--- src/rtl/prbs_tx_pkg.sv ---
package prbs_tx_pkg;

   // Index of each pattern generator inside the selector.
   typedef enum logic {
      SEQ_SHORT = 1'b0,
      SEQ_LONG  = 1'b1
   } seq_sel_e;

   localparam int unsigned SEQ_COUNT = 2;

   // Shared legality rule for a two-tap Fibonacci register.
   function automatic bit taps_legal(input int unsigned len, input int unsigned tap);
      return (len >= 3) && (tap >= 1) && (tap < len);
   endfunction

endpackage

--- src/rtl/prbs_lfsr_core.sv ---
module prbs_lfsr_core
   import prbs_tx_pkg::*;
#(
   parameter int unsigned STAGES = 15,
   parameter int unsigned TAP    = 14
) (
   input  logic clk,
   input  logic rst_n,
   input  logic reload,
   output logic seq_bit
);

   localparam logic [STAGES-1:0] SEED = {STAGES{1'b1}};

   if (!taps_legal(STAGES, TAP)) begin : g_bad_taps
      $error("prbs_lfsr_core: TAP must lie in 1..STAGES-1 and STAGES must be at least 3");
   end

   logic [STAGES-1:0] shreg;
   logic              fb;

   assign fb      = shreg[STAGES-1] ^ shreg[TAP-1];
   assign seq_bit = shreg[STAGES-1];

   always_ff @(posedge clk or negedge rst_n) begin
      if (!rst_n) begin
         shreg <= SEED;
      end else if (reload) begin
         shreg <= SEED;
      end else begin
         shreg <= {shreg[STAGES-2:0], fb};
      end
   end

   // the register never reaches the lock-up state
   p_never_zero_r3: assert property (@(posedge clk) disable iff (!rst_n)
      shreg != '0);

   // an idle or deselected generator is back at the seed
   p_reload_seed_r7: assert property (@(posedge clk) disable iff (!rst_n)
      reload |=> (shreg == SEED));

   // a running generator moves its bits one place toward the MSB
   p_shift_msb_r1: assert property (@(posedge clk) disable iff (!rst_n)
      !reload |=> (shreg[STAGES-1] == $past(shreg[STAGES-2])));

endmodule

--- src/rtl/prbs_seq_select.sv ---
module prbs_seq_select
   import prbs_tx_pkg::*;
#(
   parameter int unsigned SHORT_STAGES = 15,
   parameter int unsigned SHORT_TAP    = 14,
   parameter int unsigned LONG_STAGES  = 23,
   parameter int unsigned LONG_TAP     = 18
) (
   input  logic clk,
   input  logic rst_n,
   input  logic run,
   input  logic use_long,
   output logic seq_bit
);

   if (LONG_STAGES <= SHORT_STAGES) begin : g_bad_order
      $error("prbs_seq_select: the long pattern needs more stages than the short one");
   end

   logic [SEQ_COUNT-1:0] gen_bit;
   logic [SEQ_COUNT-1:0] gen_live;

   for (genvar g = 0; g < SEQ_COUNT; g++) begin : g_seq
      // A generator runs only while enabled and selected; otherwise it reloads.
      assign gen_live[g] = run && (use_long == (g == int'(SEQ_LONG)));

      if (g == int'(SEQ_LONG)) begin : g_long
         prbs_lfsr_core #(.STAGES(LONG_STAGES), .TAP(LONG_TAP)) u_core (
            .clk     (clk),
            .rst_n   (rst_n),
            .reload  (!gen_live[g]),
            .seq_bit (gen_bit[g])
         );
      end else begin : g_short
         prbs_lfsr_core #(.STAGES(SHORT_STAGES), .TAP(SHORT_TAP)) u_core (
            .clk     (clk),
            .rst_n   (rst_n),
            .reload  (!gen_live[g]),
            .seq_bit (gen_bit[g])
         );
      end
   end

   assign seq_bit = use_long ? gen_bit[SEQ_LONG] : gen_bit[SEQ_SHORT];

   // a mode switch while enabled starts the new pattern at a seed bit
   p_switch_seed_r7: assert property (@(posedge clk) disable iff (!rst_n)
      (run && $past(run) && (use_long != $past(use_long))) |-> (seq_bit == 1'b1));

endmodule

--- src/rtl/prbs_rail_out.sv ---
module prbs_rail_out (
   input  logic clk,
   input  logic rst_n,
   input  logic run,
   input  logic seq_bit,
   input  logic sys_pos,
   input  logic sys_neg,
   output logic line_pos,
   output logic line_neg
);

   always_ff @(posedge clk or negedge rst_n) begin
      if (!rst_n) begin
         line_pos <= 1'b0;
         line_neg <= 1'b0;
      end else if (run) begin
         line_pos <= seq_bit;
         line_neg <= 1'b0;
      end else begin
         line_pos <= sys_pos;
         line_neg <= sys_neg;
      end
   end

   // single-rail form is forced while the pattern runs
   p_neg_low_r4: assert property (@(posedge clk) disable iff (!rst_n)
      run |=> (line_neg == 1'b0));

   // the system rails pass through one stage late while disabled
   p_pass_r5: assert property (@(posedge clk) disable iff (!rst_n)
      !run |=> ((line_pos == $past(sys_pos)) && (line_neg == $past(sys_neg))));

   // while enabled the positive rail follows the pattern, not the system
   p_pattern_r6: assert property (@(posedge clk) disable iff (!rst_n)
      run |=> (line_pos == $past(seq_bit)));

   // the rails are low during reset
   always_comb begin
      if (!rst_n) begin
         p_reset_low_r8: assert (line_pos == 1'b0 && line_neg == 1'b0);
      end
   end

endmodule

--- src/rtl/prbs_tx_gen.sv ---
module prbs_tx_gen
   import prbs_tx_pkg::*;
#(
   parameter int unsigned SHORT_STAGES = 15,
   parameter int unsigned SHORT_TAP    = 14,
   parameter int unsigned LONG_STAGES  = 23,
   parameter int unsigned LONG_TAP     = 18
) (
   input  logic clk,
   input  logic rst_n,
   input  logic prbs_on,
   input  logic mode_e3,
   input  logic sys_pos,
   input  logic sys_neg,
   output logic line_pos,
   output logic line_neg
);

   logic seq_bit;

   prbs_seq_select #(
      .SHORT_STAGES (SHORT_STAGES),
      .SHORT_TAP    (SHORT_TAP),
      .LONG_STAGES  (LONG_STAGES),
      .LONG_TAP     (LONG_TAP)
   ) u_sel (
      .clk      (clk),
      .rst_n    (rst_n),
      .run      (prbs_on),
      .use_long (mode_e3),
      .seq_bit  (seq_bit)
   );

   prbs_rail_out u_rail (
      .clk      (clk),
      .rst_n    (rst_n),
      .run      (prbs_on),
      .seq_bit  (seq_bit),
      .sys_pos  (sys_pos),
      .sys_neg  (sys_neg),
      .line_pos (line_pos),
      .line_neg (line_neg)
   );

   // the first enabled edge sends the seed MSB on the next cycle
   p_first_bit_r9: assert property (@(posedge clk) disable iff (!rst_n)
      (prbs_on && !$past(prbs_on)) |=> (line_pos == 1'b1));

endmodule

--- config.mk ---
export PLATFORM = sky130hd
export DESIGN_NAME = prbs_tx_gen
export DESIGN_NICKNAME = d
export VERILOG_FILES = /design/src/rtl/prbs_tx_pkg.sv /design/src/rtl/prbs_lfsr_core.sv /design/src/rtl/prbs_seq_select.sv /design/src/rtl/prbs_rail_out.sv /design/src/rtl/prbs_tx_gen.sv
export SDC_FILE = /design/constraint.sdc
export NUM_CORES = 1
export LEC_CHECK = 0
export ABC_AREA = 1
export BUFFER_PORTS_ARGS = -buffer_cell sky130_fd_sc_hd__buf_4
export CAP_MARGIN = 30
export CELL_PAD_IN_SITES_DETAIL_PLACEMENT = 0
export CELL_PAD_IN_SITES_GLOBAL_PLACEMENT = 1
export CORE_MARGIN = 5
export CORE_UTILIZATION = 25
export CTS_CLUSTER_DIAMETER = 120
export CTS_CLUSTER_SIZE = 20
export DETAILED_ROUTE_END_ITERATION = 16
export PLACE_DENSITY = 0.49
export REMOVE_ABC_BUFFERS = 1
export SYNTH_ARGS = -nofsm -noshare
export SYNTH_HDL_FRONTEND = slang
export SYNTH_HIERARCHICAL = 1
export SYNTH_SLANG_ARGS = --single-unit
--- constraint.sdc ---
create_clock -name clk -period 1.6 [get_ports clk]
set_input_delay 0.16 -clock clk [delete_from_list [all_inputs] [get_ports clk]]
set_output_delay 0.16 -clock clk [all_outputs]
set_load 0.02 [all_outputs]
==> results.json <==
{
  "status": "completed",
  "relSlewSlack_pct": 64.2,
  "skew_ns": 0.00369,
  "vias": 699,
  "postCtsHoldBufs": 1,
  "gp_congestion": 0.672,
  "hold_ws_ns": 0.0574,
  "cts_tree": "done",
  "p_per_area_nw_per_um2": 1090,
  "firstDrtPassIters": 4,
  "vdd_drop_max_mv": 0.539,
  "leakagePower_nw": 0.637,
  "clock-sinks": 40,
  "ys_warn_count": 6,
  "ys_seq_area_share_pct": 75.2,
  "fin_crit_sh_pct": 60.0,
  "layout_min_cycle_time_ns": 0.960,
  "timing.fmax_mhz": 1040,
  "fp.dieW_um": 84.7,
  "totalWireLength_um": 1950,
  "hold_class": "in2reg",
  "synthesis.area_sq_um": 1400,
  "drv_slew": 0,
  "path_cells": "buf_4",
  "multi_input_area_sq_um": 279,
  "fill_cells": 586,
  "clock_path_buffers": 2,
  "start_util_pct": 25.5,
  "drc_errors": 0,
  "io_pins": 8,
  "portBuffers": 7,
  "instances_no_fill": 188,
  "drtIter0Drc": 54,
  "yosys.cell_types.count": 8,
  "netlist_instances": 103,
  "numCtsBuffers": 5,
  "slowest_delay_ns": 0.37,
  "fin_setup_tns_ns": 0,
  "htreeDepth": 2,
  "drt.antenna.violating_nets": 0,
  "clk_latency_ns": 0.28,
  "regArea_sq_um": 1050,
  "synth_top_area_share_pct": 71.6,
  "synth_edf_count": 0,
  "worstPathMaxFanout": 1,
  "critical_path_class": "reg2out",
  "crit_buf_inv": 1,
  "die_height_um": 84.7,
  "worst_slew_pin_slew_ns": 0.536,
  "area_growth_pct": 15.2,
  "antenna_cells": 0,
  "drive_gt1_share_pct": 45.7,
  "synth_top_area_cell": "dfstp_2",
  "synthFlopType": "dfstp_2",
  "overflow": 0,
  "synth_async_sr_flop_share_pct": 100,
  "grt_max_degree": 41,
  "post_synth_most_frequent_cells": "38 x dfstp_2, 34 x or2_1, 14 x nand2_1",
  "crit_slowest_cell": "dfrtp_1",
  "cp_top_family": "flip-flops",
  "wire_per_inst_um": 10.4,
  "dieArea_sq_um": 7170,
  "routed_via_density": 3.72,
  "grtUsageTotal_pct": 6.23,
  "ys_seq_elements": 40,
  "cp-start-kind": "register",
  "dpl.hpwl_um": 1130,
  "setup_viol": 0,
  "yosysMostFrequentCell": "dfstp_2",
  "grt_pass1_vias": 779,
  "rsz0062_at_grt": "no",
  "hold_viol": 0,
  "netlist_top_cells_area": "dfstp_2 72%, or2_1 15%, nand2_1 3.8%, dfrtp_1 3.6%, inv_1 2.4%",
  "post_cts_buffers": 0,
  "dpl.cell_count": 179,
  "cts_resized": 0,
  "worst_slack_ns": 0.640,
  "worst_setup_path_end_kind": "output pin",
  "cap_violations": 0,
  "core_sq_um": 5470,
  "dp_slack_ns": 0.548,
  "antenna_found_initial": 0,
  "rows": 27,
  "cts_root_buf": "clkbuf_8",
  "syn_avg_cell_area_sq_um": 13.5,
  "cp_data_required_time_ns": 1.44,
  "regToRegSetupSlack_ns": 0.79,
  "nets": 121,
  "finalPower_mw": 1.75,
  "cp.arrival_ns": 0.80,
  "grt_pass1_wl_um": 3440,
  "cts.reportedPaths.clkPinSlew_ns": 0.07
}
==> cell families (layout without fill, tap and decap cells) <==
family	after synthesis	in the layout	synth area share (%)
simple gates	51	51	20.0
flops	40	40	75.2
buf+inv	12	25	4.84
==> final timing paths <==
path                                                                   startpoint                                                end  cells past startpoint
worst max-delay path                                    u_rail/line_pos$_DFF_PN0_                                           line_pos                      1
worst max register to register  u_sel/g_seq[0].g_short.u_core/shreg[14]$_DFF_PN1_                          u_rail/line_pos$_DFF_PN0_                      4
worst min register to register  u_sel/g_seq[0].g_short.u_core/shreg[13]$_DFF_PN1_  u_sel/g_seq[0].g_short.u_core/shreg[14]$_DFF_PN1_                      2
worst min-delay path                                                      prbs_on                          u_rail/line_neg$_DFF_PN0_                      2
min in group asynchronous                                                   rst_n                          u_rail/line_neg$_DFF_PN0_                      2
max in group asynchronous                                                   rst_n   u_sel/g_seq[1].g_long.u_core/shreg[15]$_DFF_PN1_                      2
==> where the power goes <==
group	internal, mW	switching (mW)	total [mW]
Clock	0.344	0.319	0.663
Combinational	0.0188	0.0431	0.0619
Sequential	1.03	0.00209	1.03
Total	1.39	0.365	1.75
==> metrics by stage <==
step / instance area (sq um) / util (%)
floorplan: 1360 / -
global placement: 1500 / 27.5
detailed placement: 1500 / 27.5
CTS: 1610 / 29.4
global route: 1610 / 29.4
finish: 1610 / 29.4
==> cells in the final DEF, fill, tap and decap left out <==
cell type      netlist  layout
buf_4                0       7
inv_1                9       9
or2_1               34      34
dfstp_2             38      38
nand3_1              2       2
dlygate4sd3_1        0       1
clkbuf_8             0       6
nand2_1             14      14
clkinv_2             0       2
dfrtp_1              2       2
nor2_1               1       1
==> registers in the layout (all words and copies together), names as in the netlist <==
name                              flops
u_rail/line_neg                       1
u_sel/g_seq.g_short.u_core/shreg     15
u_sel/g_seq.g_long.u_core/shreg      23
u_rail/line_pos                       1
==> cell type report <==
class	instances	area share [%]
clock buffers	6	5.14
well taps	72	5.61
clock inverters	2	0.623
inverters	9	2.10
multi-input cells	51	17.4
repair buffers	8	3.89
flip-flops and latches	40	65.3
==> metal layers <==
| layer | part of all wire [%] | GRT usage [%] |
|---|---|---|
| met4 | 2.9 | 3.88 |
| met2 | 45 | 9.32 |
| met1 | 47 | 7.16 |
| met3 | 4.8 | 2.94 |
| met5 | 0 | 0 |
Note: power is estimated with default switching activity, not from simulation.
